$ cat src/rtl/irq_flag_pkg.sv
package irq_flag_pkg;
   localparam int REG_W   = 8;
   // control register bit positions
   localparam int FLG_CHG = 0;
   localparam int FLG_EXT = 1;
   localparam int FLG_TMR = 2;
   localparam int EN_CHG  = 3;
   localparam int EN_EXT  = 4;
   localparam int EN_TMR  = 5;
   localparam int EN_NVW  = 6;
   localparam int EN_GLB  = 7;
   // auxiliary register bit position
   localparam int AUX_NVW = 4;

   typedef struct packed {
      logic chg;
      logic ext;
      logic tmr;
      logic nvw;
   } src_evt_t;
endpackage

$ cat src/rtl/irq_sync.sv
module irq_sync #(
   parameter int W       = 8,
   parameter int STAGES  = 2,
   parameter bit SYNC_EN = 1'b1
) (
   input  logic         clk,
   input  logic         rst_n,
   input  logic [W-1:0] d,
   output logic [W-1:0] q
);
   generate
      if (SYNC_EN) begin : g_sync
         logic [STAGES-1:0][W-1:0] chain;
         always_ff @(posedge clk or negedge rst_n) begin
            if (!rst_n) chain <= '0;
            else        chain <= {chain[STAGES-2:0], d};
         end
         assign q = chain[STAGES-1];
      end else begin : g_bypass
         assign q = d;
      end
   endgenerate
endmodule

$ cat src/rtl/irq_detect.sv
module irq_detect #(
   parameter int W       = 8,
   parameter int EXT_BIT = 0,
   parameter int CHG_LO  = 4
) (
   input  logic         clk,
   input  logic         rst_n,
   input  logic [W-1:0] cur,
   input  logic         rise_sel,
   output logic         ext_evt,
   output logic         chg_evt
);
   localparam int CHG_W = W - CHG_LO;

   logic             prev_ext;
   logic [CHG_W-1:0] prev_chg;

   always_ff @(posedge clk or negedge rst_n) begin
      if (!rst_n) begin
         prev_ext <= 1'b0;
         prev_chg <= '0;
      end else begin
         prev_ext <= cur[EXT_BIT];
         prev_chg <= cur[W-1:CHG_LO];
      end
   end

   assign ext_evt = rise_sel ? (!prev_ext &&  cur[EXT_BIT])
                             : ( prev_ext && !cur[EXT_BIT]);
   assign chg_evt = |(cur[W-1:CHG_LO] ^ prev_chg);

   generate
      if (CHG_LO > EXT_BIT + 1) begin : g_gap
         logic unused_gap;
         assign unused_gap = ^cur[CHG_LO-1:EXT_BIT+1];
      end
      if (EXT_BIT > 0) begin : g_low
         logic unused_low;
         assign unused_low = ^cur[EXT_BIT-1:0];
      end
   endgenerate
endmodule

$ cat src/rtl/irq_regs.sv
module irq_regs
   import irq_flag_pkg::*;
(
   input  logic             clk,
   input  logic             rst_n,
   input  src_evt_t         evt,
   input  logic             reg_sel,
   input  logic             reg_wr,
   input  logic [REG_W-1:0] reg_wdata,
   input  logic             reti,
   input  logic             take,
   output logic [REG_W-1:0] ctrl_q,
   output logic             aux_nvw,
   output logic [REG_W-1:0] rdata,
   output logic             pending
);
   logic [REG_W-1:0] ctrl_d;
   logic             aux_d;

   always_comb begin
      ctrl_d = ctrl_q;
      aux_d  = aux_nvw;
      if (reg_wr && !reg_sel) ctrl_d = reg_wdata;
      if (reg_wr &&  reg_sel) aux_d  = reg_wdata[AUX_NVW];
      // hardware set wins over a same-cycle software clear
      if (evt.chg) ctrl_d[FLG_CHG] = 1'b1;
      if (evt.ext) ctrl_d[FLG_EXT] = 1'b1;
      if (evt.tmr) ctrl_d[FLG_TMR] = 1'b1;
      if (evt.nvw) aux_d           = 1'b1;
      if (reti)    ctrl_d[EN_GLB]  = 1'b1;
      if (take)    ctrl_d[EN_GLB]  = 1'b0;
   end

   always_ff @(posedge clk or negedge rst_n) begin
      if (!rst_n) begin
         ctrl_q  <= '0;
         aux_nvw <= 1'b0;
      end else begin
         ctrl_q  <= ctrl_d;
         aux_nvw <= aux_d;
      end
   end

   always_comb begin
      rdata = '0;
      if (reg_sel) rdata[AUX_NVW] = aux_nvw;
      else         rdata = ctrl_q;
   end

   assign pending = (ctrl_q[FLG_CHG] && ctrl_q[EN_CHG])
                 || (ctrl_q[FLG_EXT] && ctrl_q[EN_EXT])
                 || (ctrl_q[FLG_TMR] && ctrl_q[EN_TMR])
                 || (aux_nvw         && ctrl_q[EN_NVW]);
endmodule

$ cat src/rtl/irq_vec.sv
module irq_vec #(
   parameter int               VEC_W   = 12,
   parameter logic [VEC_W-1:0] VEC_IRQ = 12'h004,
   parameter logic [VEC_W-1:0] VEC_RST = 12'h000
) (
   input  logic             clk,
   input  logic             rst_n,
   input  logic             take,
   output logic             vec_req,
   output logic [VEC_W-1:0] vec_addr
);
   always_ff @(posedge clk or negedge rst_n) begin
      if (!rst_n) vec_req <= 1'b0;
      else        vec_req <= take;
   end
   assign vec_addr = vec_req ? VEC_IRQ : VEC_RST;
endmodule

$ cat src/rtl/irq_flag_ctrl.sv
module irq_flag_ctrl
   import irq_flag_pkg::*;
#(
   parameter int               PORT_W      = 8,
   parameter int               SYNC_STAGES = 2,
   parameter bit               SYNC_EN     = 1'b1,
   parameter int               EXT_BIT     = 0,
   parameter int               CHG_LO      = 4,
   parameter int               VEC_W       = 12,
   parameter logic [VEC_W-1:0] VEC_IRQ     = 12'h004,
   parameter logic [VEC_W-1:0] VEC_RST     = 12'h000
) (
   input  logic              clk,
   input  logic              rst_n,
   input  logic [PORT_W-1:0] port_in,
   input  logic              ext_rise_sel,
   input  logic              tmr_ovf,
   input  logic              nvw_done,
   input  logic              reg_sel,
   input  logic              reg_wr,
   input  logic [REG_W-1:0]  reg_wdata,
   output logic [REG_W-1:0]  reg_rdata,
   input  logic              reti,
   output logic              vec_req,
   output logic [VEC_W-1:0]  vec_addr
);
   generate
      if (SYNC_STAGES < 2)       begin : g_bad_sync $error("SYNC_STAGES must be at least 2"); end
      if (CHG_LO >= PORT_W)      begin : g_bad_chg  $error("CHG_LO must lie inside the port"); end
      if (EXT_BIT >= CHG_LO)     begin : g_bad_ext  $error("EXT_BIT must lie below CHG_LO"); end
      if (VEC_IRQ == VEC_RST)    begin : g_bad_vec  $error("vectors must differ"); end
   endgenerate

   logic [PORT_W-1:0] port_s;
   logic              ext_evt, chg_evt, pending, take;
   logic [REG_W-1:0]  ctrl_q;
   logic              aux_nvw;
   src_evt_t          evt;

   irq_sync #(.W(PORT_W), .STAGES(SYNC_STAGES), .SYNC_EN(SYNC_EN)) u_sync (
      .clk(clk), .rst_n(rst_n), .d(port_in), .q(port_s));

   irq_detect #(.W(PORT_W), .EXT_BIT(EXT_BIT), .CHG_LO(CHG_LO)) u_det (
      .clk(clk), .rst_n(rst_n), .cur(port_s), .rise_sel(ext_rise_sel),
      .ext_evt(ext_evt), .chg_evt(chg_evt));

   assign evt = '{chg: chg_evt, ext: ext_evt, tmr: tmr_ovf, nvw: nvw_done};

   irq_regs u_regs (
      .clk(clk), .rst_n(rst_n), .evt(evt), .reg_sel(reg_sel), .reg_wr(reg_wr),
      .reg_wdata(reg_wdata), .reti(reti), .take(take), .ctrl_q(ctrl_q),
      .aux_nvw(aux_nvw), .rdata(reg_rdata), .pending(pending));

   assign take = ctrl_q[EN_GLB] && pending;

   irq_vec #(.VEC_W(VEC_W), .VEC_IRQ(VEC_IRQ), .VEC_RST(VEC_RST)) u_vec (
      .clk(clk), .rst_n(rst_n), .take(take), .vec_req(vec_req), .vec_addr(vec_addr));
endmodule

$ cat config.mk
export PLATFORM = sky130hd
export DESIGN_NAME = irq_flag_ctrl
export DESIGN_NICKNAME = d
export VERILOG_FILES = /design/src/rtl/irq_flag_pkg.sv /design/src/rtl/irq_sync.sv /design/src/rtl/irq_detect.sv /design/src/rtl/irq_regs.sv /design/src/rtl/irq_vec.sv /design/src/rtl/irq_flag_ctrl.sv
export SDC_FILE = /design/constraint.sdc
export NUM_CORES = 1
export LEC_CHECK = 0
export ABC_CLOCK_PERIOD_IN_PS = 1200
export BUFFER_PORTS_ARGS = -buffer_cell sky130_fd_sc_hd__buf_2
export CORE_MARGIN = 5
export CORE_UTILIZATION = 25
export DETAILED_ROUTE_END_ITERATION = 12
export SYNTH_ARGS = -nofsm -noshare
export SYNTH_HDL_FRONTEND = slang
export SYNTH_SLANG_ARGS = --single-unit
$ cat constraint.sdc
create_clock -name clk -period 1.2 [get_ports clk]
set_clock_uncertainty 0.05 [all_clocks]
set_input_delay 0.24 -clock clk [delete_from_list [all_inputs] [get_ports clk]]
set_output_delay 0.24 -clock clk [all_outputs]
set_load 0.01 [all_outputs]
==> flow_metrics.py, run 1 <==
metrics = {
    "power": {
        "vdd_drop_max_mv": 0.6306,
        "leakagePower_nw": 0.6626,
        "combPwrFrac": 0.219,
        "switchingPower_mw": 0.4776,
        "power.share.clock": 0.261,
        "p_seq_frac": 0.519,
        "power_mw": 1.867,
        "swShare": 0.2558,
        "pwr_density_cell_nw_per_um2": 1386,
        "intPower_mw": 1.390,
    },
    "timing": {
        "finalMaxSlewViolations": 0,
        "rsz0062_at_grt": "true",
        "worst_slack_ns": -0.1577,
        "layout_min_cycle_time_ns": 1.358,
        "post-route-period-util": 1.131,
        "hold_violations": 0,
        "clock.fmax_mhz": 736.6,
        "max_slew.worst_pin.slew_ns": 0.5462,
        "relSlewSlack": 0.6359,
        "setup_viol": 1,
    },
    "final_layout": {
        "multi_input_area_um2": 325.3,
        "seq_area_um2": 625.6,
        "fillers": 402,
        "fin_cells": 169,
        "drive_gt1_frac": 0.4454,
        "layout.nets": 144,
        "design_area_um2": 1348,
        "antenna_cells": 0,
        "syn_to_final_growth_pct": 33.79,
    },
    "setup_path": {
        "cp-end-kind": "primary output",
        "worstPathArrival_ns": 1.07,
        "path_class": "reg2out",
        "cp_max_fo": 2,
        "required_ns": 0.91,
        "start_kind": "flop",
    },
    "grt": {
        "grt_pass1_wl_um": 3153,
        "grtUsageMet3": 0.02873,
        "grt_pass1_vias": 685,
        "grt_use_met2": 0.1289,
        "globalRouteOverflowTotal": 0,
        "gr-usage-met1": 0.08618,
        "grt.busiest_layer": "met2",
        "antenna_found_initial": 0,
        "grt_util_all_layers": 0.07624,
        "grt_max_degree": 26,
    },
    "routing": {
        "drtPass1Iterations": 4,
        "avgRoutedWirePerCell_um": 11.30,
        "vias_per_cell": 3.953,
        "drtIter0Drc": 19,
        "vias": 668,
        "post-route-drc-count": 0,
        "final_antenna_net_count": 0,
        "wl_um": 1910,
    },
    "placement": {
        "placed_cell_area_um2": 1179,
        "gp_congestion": 0.6506,
        "dp_hpwl_um": 1452,
        "placedCellCount": 154,
        "port_buffers": 30,
    },
    "yosys": {
        "avgSynthCellArea_um2": 13.61,
        "synth_cells": 74,
        "ys_ff_latch": 25,
        "synth_edf_count": 0,
        "synth_area_um2": 1007,
        "yosysMostFrequentCell": "dfrtp_1",
        "synth_area_leader_cell": "dfrtp_1",
        "ys_warn_count": 0,
        "post-synth-top-area-fraction": 0.6211,
        "ys.flop_type": "dfrtp_1",
        "ys_types": 20,
        "ys_top_cells_by_count": "dfrtp_1 (25), buf_4 (13), nor2b_1 (8), mux2_1 (5), xor2_1 (4)",
        "ys_async_sr_fraction": 1.000,
        "synth-seq-area-share": 0.6211,
        "synth.area.top_cells": "dfrtp_1 (62%), buf_4 (9.7%), mux2_1 (5.6%), nor2b_1 (5.0%), xor2_1 (3.5%)",
    },
    "clock_tree": {
        "cts_tree": "built",
        "clkLatencyLatePin_ns": 0.27,
        "numCtsBuffers": 3,
        "clockBufferDepth": 2,
        "clk_pin_slew_worst_paths_ns": 0.09,
        "clock-sinks": 25,
        "h-tree-depth": 1,
        "cts-root-buf": "clkbuf_8",
    },
    "floorplanning": {
        "die_w_um": 73.48,
        "ios": 45,
        "initial_core_util": 0.2555,
        "rows": 23,
        "core_um2": 3943,
        "die_h_um": 73.48,
        "fp.dieArea_um2": 5399,
    },
    "run": {
        "drv_cap": 0,
    },
    "run_status": {
        "outcome": "complete, but fails checks",
        "violations": "negative setup slack",
    },
    "hold_path": {
        "holdCritPathClass": "in2reg",
    },
}
-- sequential cells by signal, summed over array words and instances (netlist names) --
register,cells
u_sync.q,5
u_sync.g_sync.chain,5
u_det.prev_ext,1
u_regs.aux_nvw,1
u_vec.vec_req,1
u_regs.ctrl_q,8
u_det.prev_chg,4
-- worst max-delay path, cell delays in order (launching register included) --
cell     delay, ns
dfrtp_1       0.40
mux2_4        0.28
buf_6         0.12
-- cell type report --
cell class | count | share of cell area
Multi-Input combinational cell | 44 | 0.2414
Timing Repair Buffer | 45 | 0.2108
Clock buffer | 3 | 0.03064
Sequential cell | 25 | 0.4643
Clock inverter | 1 | 0.003714
Tap cell | 50 | 0.04643
Inverter | 1 | 0.002786
-- timing repair --
item	in CTS	in global routing
endpoints found under the setup margin	8	8
hold buffers	1	0
gates cloned	0	0
endpoints found under the hold margin	25	0
gates resized for setup	5	2
setup buffers	8	2
-- logic make-up (layout without fill, tap and decap cells) --
group / count (synthesis) / after routing / synth area share
DFF: 25 / 25 / 0.6211
buffers and inverters: 15 / 50 / 0.1118
and+or+nand+nor: 14 / 14 / 0.08944
muxes: 8 / 8 / 0.08571
AOI/OAI and AO/OA: 7 / 7 / 0.05340
xor gates and xnor gates: 4 / 4 / 0.03478
other: 1 / 11 / 0.003723
-- layer usage --
layer / vias up / wire length (um)
met5: - / 0
met4: 0 / 26
met3: 4 / 230
met2: 30 / 931
met1: 321 / 721
li1: 313 / -
-- stage by stage --
stage	utilization	TNS [ns]	hold WS [ns]	worst slack [ns]
after global routing	0.3418	-0.4328	0.01488	-0.2071
after detailed placement	0.2990	0	0.2116	0.04400
final	0.3418	-0.1577	0.02147	-0.1577
after CTS	0.3345	-0.2189	0.01611	-0.1605
after global placement	0.2990	0	0.1921	0.05112
after floorplan	-	0	-0.1056	0.1787
-- path summary, 6_finish.rpt --
path                                         from                endpoint  slack [ns]  cells past startpoint
min in group asynchronous                   rst_n  u_sync.g_sync.chain[7]        0.44                      2
setup reg to reg                 u_regs.ctrl_q[3]        u_regs.ctrl_q[7]        0.07                      5
hold reg to reg            u_sync.g_sync.chain[6]             u_sync.q[6]        0.30                      0
hold / removal                         port_in[0]  u_sync.g_sync.chain[0]        0.02                      1
setup / recovery                 u_regs.ctrl_q[4]            reg_rdata[4]       -0.16                      2
max in group asynchronous                   rst_n        u_regs.ctrl_q[5]        0.30                      2
-- power groups by stage --
stage               Clock [mW]  Sequential (mW)  Combinational [mW]
finish                   0.488            0.970               0.410
global route             0.546            0.980               0.459
CTS                      0.512            0.971               0.394
detailed placement           0            0.997               0.309
global placement             0            0.992               0.301
floorplan                    0            0.992               0.212
-- placed cells by master, fill, tap and decap left out --
| cell type | count |
|---|---|
| nand2_1 | 1 |
| nand3_1 | 1 |
| clkbuf_8 | 3 |
| a211o_1 | 1 |
| buf_2 | 27 |
| mux2i_1 | 3 |
| nor2b_4 | 2 |
| buf_6 | 3 |
| conb_1 | 11 |
| inv_1 | 1 |
| a21boi_1 | 2 |
| clkinv_2 | 1 |
| buf_4 | 14 |
| a21oi_1 | 1 |
| dfrtp_1 | 25 |
| nand3b_1 | 1 |
| or3b_2 | 1 |
| a311o_1 | 1 |
| nor2b_2 | 1 |
| a22oi_1 | 2 |
| nor2b_1 | 6 |
| nor4_1 | 1 |
| mux2_1 | 4 |
| dlygate4sd3_1 | 1 |
| xor2_1 | 4 |
| mux2_4 | 1 |
(Power assumes the default switching activity.)
==> run 2, diff against run 1 <==
SKIP_CTS_REPAIR_TIMING = 1   (was not set)
SYNTH_HIERARCHICAL = 1   (was not set)
==> run 2 against run 1 <==
The run still ends with negative setup slack left. Power increased by 0.12%. Final cell count did not move. Area after synthesis is 5.5% higher. Global-route usage shrank 0.51 points. Largest cell class unchanged. Highest routed layer unchanged. Sequential power increased by 2%. Synthesized cell count up 18%. Sequential share of layout area is 0.79 points higher.
==> flow_metrics.py, run 2 <==
metrics = {
    "grt": {
        "antenna_found_initial": 0,
        "grt_util_all_layers": 0.07115,
        "grt_pass1_vias": 692,
        "globalRouteOverflowTotal": 0,
        "grt_max_degree": 26,
        "grt_pass1_wl_um": 3077,
    },
    "power": {
        "vdd_drop_max_mv": 0.6828,
        "leakagePower_nw": 0.6463,
        "combPwrFrac": 0.213,
        "switchingPower_mw": 0.4868,
        "power.share.clock": 0.260,
        "intPower_mw": 1.383,
        "pwr_density_cell_nw_per_um2": 1411,
        "swShare": 0.2604,
        "p_seq_frac": 0.527,
    },
    "yosys": {
        "ys_warn_count": 6,
        "synth_cells": 87,
        "avgSynthCellArea_um2": 12.21,
        "synth_area_um2": 1062,
    },
    "timing": {
        "layout_min_cycle_time_ns": 1.358,
        "setup_viol": 6,
        "finalMaxSlewViolations": 0,
        "clock.fmax_mhz": 736.3,
        "fin_hold_ws_ns": 0.02787,
        "rsz0062_at_grt": "true",
        "hold_violations": 0,
        "max_slew.worst_pin.slew_ns": 0.5295,
        "worst_slack_ns": -0.1581,
        "post-route-period-util": 1.132,
        "relSlewSlack": 0.6470,
    },
    "run": {
        "drv_cap": 0,
    },
    "hold_path": {
        "holdCritPathClass": "in2reg",
        "holdPathStages": 1,
        "min-delay-start": "port_in[0]",
        "hold_end": "u_sync/g_sync.chain[0]",
    },
    "placement": {
        "dp_hpwl_um": 1509,
        "port_buffers": 30,
        "gp_congestion": 0.7520,
        "placed_cell_area_um2": 1214,
    },
    "clock_tree": {
        "clkLatencyLatePin_ns": 0.26,
        "h-tree-depth": 1,
        "cts_tree": "built",
        "cts-root-buf": "clkbuf_8",
        "clock-sinks": 25,
        "numCtsBuffers": 3,
        "clk_pin_slew_worst_paths_ns": 0.09,
        "clockBufferDepth": 2,
    },
    "final_layout": {
        "fillers": 399,
        "drive_gt1_frac": 0.4202,
        "layout.nets": 144,
        "design_area_um2": 1325,
        "antenna_cells": 0,
        "syn_to_final_growth_pct": 24.73,
        "layout_common_cells": "buf_2 (27), dfrtp_1 (25), conb_1 (11)",
        "largest-register": "u_regs/ctrl_q",
        "final_common_cell": "buf_2",
        "largest_register_ff_count": 8,
    },
    "floorplanning": {
        "ios": 45,
        "fp.dieArea_um2": 5653,
        "initial_core_util": 0.2618,
        "die_w_um": 75.19,
        "rows": 23,
        "die_h_um": 75.19,
        "core_um2": 4058,
    },
    "setup_path": {
        "critPathTopFamily": "flip-flops",
        "path_class": "reg2out",
        "worst-path-buf-inv": 1,
        "critPathMaxStageDelay_ns": 0.40,
        "start_kind": "flop",
        "crit_chain": "mux2_4 > buf_6",
        "required_ns": 0.91,
        "reg2regPathDepth": 5,
        "r2r_end": "u_regs/ctrl_q[7]",
        "cp-end-kind": "primary output",
        "r2r-start": "u_regs/ctrl_q[1]",
        "rrSetupSlack_ns": 0.07,
        "slowest_stage": "dfrtp_1",
        "worstPathArrival_ns": 1.07,
        "cp_max_fo": 3,
    },
    "routing": {
        "avgRoutedWirePerCell_um": 11.40,
        "vias": 666,
        "met1_length_um": 770,
        "dr_wl_met2_um": 983,
        "final_antenna_net_count": 0,
        "wl_um": 1927,
        "drtIter0Drc": 11,
        "post-route-drc-count": 0,
        "vias_per_cell": 3.941,
        "wl_met3_um": 138,
        "top_layer": "met4",
        "drtPass1Iterations": 2,
    },
    "run_status": {
        "violations": "negative setup slack",
        "outcome": "complete, but fails checks",
    },
}
-- run 2: power by group through the flow --
stage / combinational (mW) / sequential [mW] / clock, mW
finish: 0.399 / 0.985 / 0.486
global placement: 0.324 / 0.992 / 0
detailed placement: 0.327 / 1.00 / 0
global route: 0.434 / 0.999 / 0.550
floorplan: 0.235 / 0.991 / 0
CTS: 0.329 / 0.983 / 0.501
-- run 2: per-stage QoR --
step	total power, mW	utilization	setup slack (ns)	setup TNS, ns	instances
3_3_place_gp	1.316	0.2991	0.008191	0	163
6_report	1.870	0.3265	-0.1581	-0.2742	169
2_1_floorplan	1.226	-	0.1576	0	97
4_1_cts	1.812	0.3105	-0.1626	-0.2990	167
3_5_place_dp	1.327	0.2991	-0.004303	-0.004303	163
5_1_grt	1.982	0.3265	-0.2021	-0.6546	169
-- run 2: cell type report --
cell class                 count  area (um^2)  share of cell area
multi-input combinational     46        340.3              0.2568
tap                           50        62.56             0.04721
clock buffer                   3        41.29             0.03116
inverter                       7        26.28             0.01983
sequential                    25        625.6              0.4721
clock inverter                 1        5.005            0.003777
timing repair buffer          37        224.0              0.1690
-- run 2: how the worst max path moves through the flow --
stage	from	to	slack (ns)	cells after the start
5_1_grt	u_regs/ctrl_q[4]	reg_rdata[4]	-0.20	2
3_3_place_gp	reg_sel	u_regs/ctrl_q[4]	0.008	4
3_5_place_dp	reg_sel	u_regs/ctrl_q[7]	-0.004	3
4_1_cts	u_regs/ctrl_q[4]	reg_rdata[4]	-0.16	2
2_1_floorplan	reg_sel	u_regs/ctrl_q[7]	0.16	2
6_report	u_regs/ctrl_q[4]	reg_rdata[4]	-0.16	2
-- run 2: layer usage --
metal  vias up  global-route usage
li1        318                   -
met1       318             0.09121
met2        26              0.1141
met3         4             0.01869
met4         0             0.02913
met5         -                   0
==> run 3, diff against run 2 <==
GPL_ROUTABILITY_DRIVEN = 1   (was not set)
SETUP_SLACK_MARGIN = 0.1   (was not set)
==> run 3 against run 2 <==
Non-clock buffer count up 1. Combinational power increased by 2%. Worst hold slack barely moved. Power grew 0.61%. Highest routed layer unchanged. The run still ends with negative setup slack left. Global-route usage did not move. Critical path type unchanged. Critical path depth stayed put.
==> flow_metrics.py, run 3 (synthesized netlist as in run 2, its figures left out) <==
metrics = {
    "run_status": {
        "outcome": "complete, but fails checks",
        "violations": "negative setup slack",
    },
    "placement": {
        "gp_congestion": 0.7520,
        "dp_hpwl_um": 1509,
        "port_buffers": 30,
        "placed_cell_area_um2": 1214,
        "placedCellCount": 163,
    },
    "floorplanning": {
        "rows": 23,
        "die_w_um": 75.19,
        "initial_core_util": 0.2618,
        "ios": 45,
        "die_h_um": 75.19,
        "core_um2": 4058,
        "fp.dieArea_um2": 5653,
    },
    "setup_path": {
        "reg2regPathDepth": 6,
        "crit_chain": "mux2_4 > buf_6",
        "slowest_stage": "dfrtp_1",
        "crit_cells": 2,
        "worstPathArrival_ns": 1.06,
        "r2r_end": "u_regs/ctrl_q[7]",
        "critPathMaxStageDelay_ns": 0.40,
        "rrSetupSlack_ns": -0.03,
        "cp_max_fo": 3,
        "cp-end-kind": "primary output",
        "path_class": "reg2out",
        "critPathTopFamily": "flip-flops",
        "r2r-start": "u_regs/ctrl_q[4]",
        "start_kind": "flop",
        "worst-path-buf-inv": 1,
        "required_ns": 0.91,
    },
    "hold_path": {
        "hold_end": "u_sync/g_sync.chain[0]",
        "min-delay-start": "port_in[0]",
        "holdCritPathClass": "in2reg",
        "holdPathStages": 1,
    },
    "power": {
        "vdd_drop_max_mv": 0.6823,
        "pwr_density_cell_nw_per_um2": 1406,
        "switchingPower_mw": 0.4901,
        "power.share.clock": 0.259,
        "swShare": 0.2605,
        "p_seq_frac": 0.525,
        "intPower_mw": 1.391,
        "combPwrFrac": 0.217,
        "leakagePower_nw": 0.6513,
    },
    "routing": {
        "vias_per_cell": 3.959,
        "wl_um": 1914,
        "drtPass1Iterations": 3,
        "drtIter0Drc": 10,
        "final_antenna_net_count": 0,
        "vias": 673,
        "avgRoutedWirePerCell_um": 11.26,
        "post-route-drc-count": 0,
    },
    "timing": {
        "rsz0062_at_grt": "true",
        "relSlewSlack": 0.6464,
        "setup_viol": 8,
        "hold_violations": 0,
        "finalMaxSlewViolations": 0,
        "fin_hold_ws_ns": 0.02764,
        "fin_setup_tns_ns": -0.3012,
        "worst_slack_ns": -0.1497,
        "max_slew.worst_pin.slew_ns": 0.5303,
        "post-route-period-util": 1.125,
        "clock.fmax_mhz": 740.9,
        "layout_min_cycle_time_ns": 1.350,
    },
    "final_layout": {
        "layout_common_cells": "buf_2 (27), dfrtp_1 (25), conb_1 (11)",
        "syn_to_final_growth_pct": 25.91,
        "final_common_cell": "buf_2",
        "largest-register": "u_regs/ctrl_q",
        "design_area_um2": 1338,
        "antenna_cells": 0,
        "layout.nets": 145,
        "utilization": 0.3296,
        "drive_gt1_frac": 0.4333,
        "fin_cells": 170,
        "largest_register_ff_count": 8,
    },
    "clock_tree": {
        "cts_tree": "built",
        "cts-root-buf": "clkbuf_8",
        "clockBufferDepth": 2,
        "clkLatencyLatePin_ns": 0.26,
        "h-tree-depth": 1,
        "clock-sinks": 25,
        "numCtsBuffers": 3,
        "clk_pin_slew_worst_paths_ns": 0.09,
    },
    "grt": {
        "antenna_found_initial": 0,
        "globalRouteOverflowTotal": 0,
        "grt_pass1_wl_um": 3077,
        "grt_max_degree": 26,
        "grt_util_all_layers": 0.07115,
        "grt_pass1_vias": 692,
    },
    "run": {
        "drv_cap": 0,
    },
}
run 3: cell types whose count changed in the layout (fill, tap and decap cells not counted), sizes merged:
cell	change
buf	+1
run 3: layer usage:
layer | wire [um] | track usage
met1 | 778 | 0.09121
met2 | 961 | 0.1141
met3 | 138 | 0.01869
met4 | 35 | 0.02913
met5 | 0 | 0
run 3: worst max path at each step:
stage | start | end | slack, ns
finish | u_regs/ctrl_q[4] | reg_rdata[4] | -0.15
global route | u_regs/ctrl_q[4] | reg_rdata[4] | -0.19
CTS | u_regs/ctrl_q[4] | reg_rdata[4] | -0.16
detailed placement | reg_sel | u_regs/ctrl_q[7] | -0.004
global placement | reg_sel | u_regs/ctrl_q[4] | 0.008
floorplan | reg_sel | u_regs/ctrl_q[7] | 0.16
run 3: power groups by stage:
stage	combinational, mW	clock (mW)	sequential [mW]
floorplan	0.235	0	0.991
global placement	0.324	0	0.992
detailed placement	0.327	0	1.00
CTS	0.329	0.501	0.983
global route	0.443	0.550	1.00
finish	0.407	0.487	0.987
run 3: per-stage QoR:
stage / setup WS [ns] / power [mW]
6_report: -0.1497 / 1.881
5_1_grt: -0.1879 / 1.993
4_1_cts: -0.1626 / 1.812
3_5_place_dp: -0.004303 / 1.327
3_3_place_gp: 0.008191 / 1.316
2_1_floorplan: 0.1576 / 1.226
run 3: final cells by class:
type                    instances  area (um^2)
clock buffers                   3        41.29
flip-flops and latches         25        625.6
inverters                       7        26.28
well taps                      50        62.56
fillers                       397         2720
repair buffers                 38        231.5
clock inverters                 1        5.005
multi-input cells              46        345.3
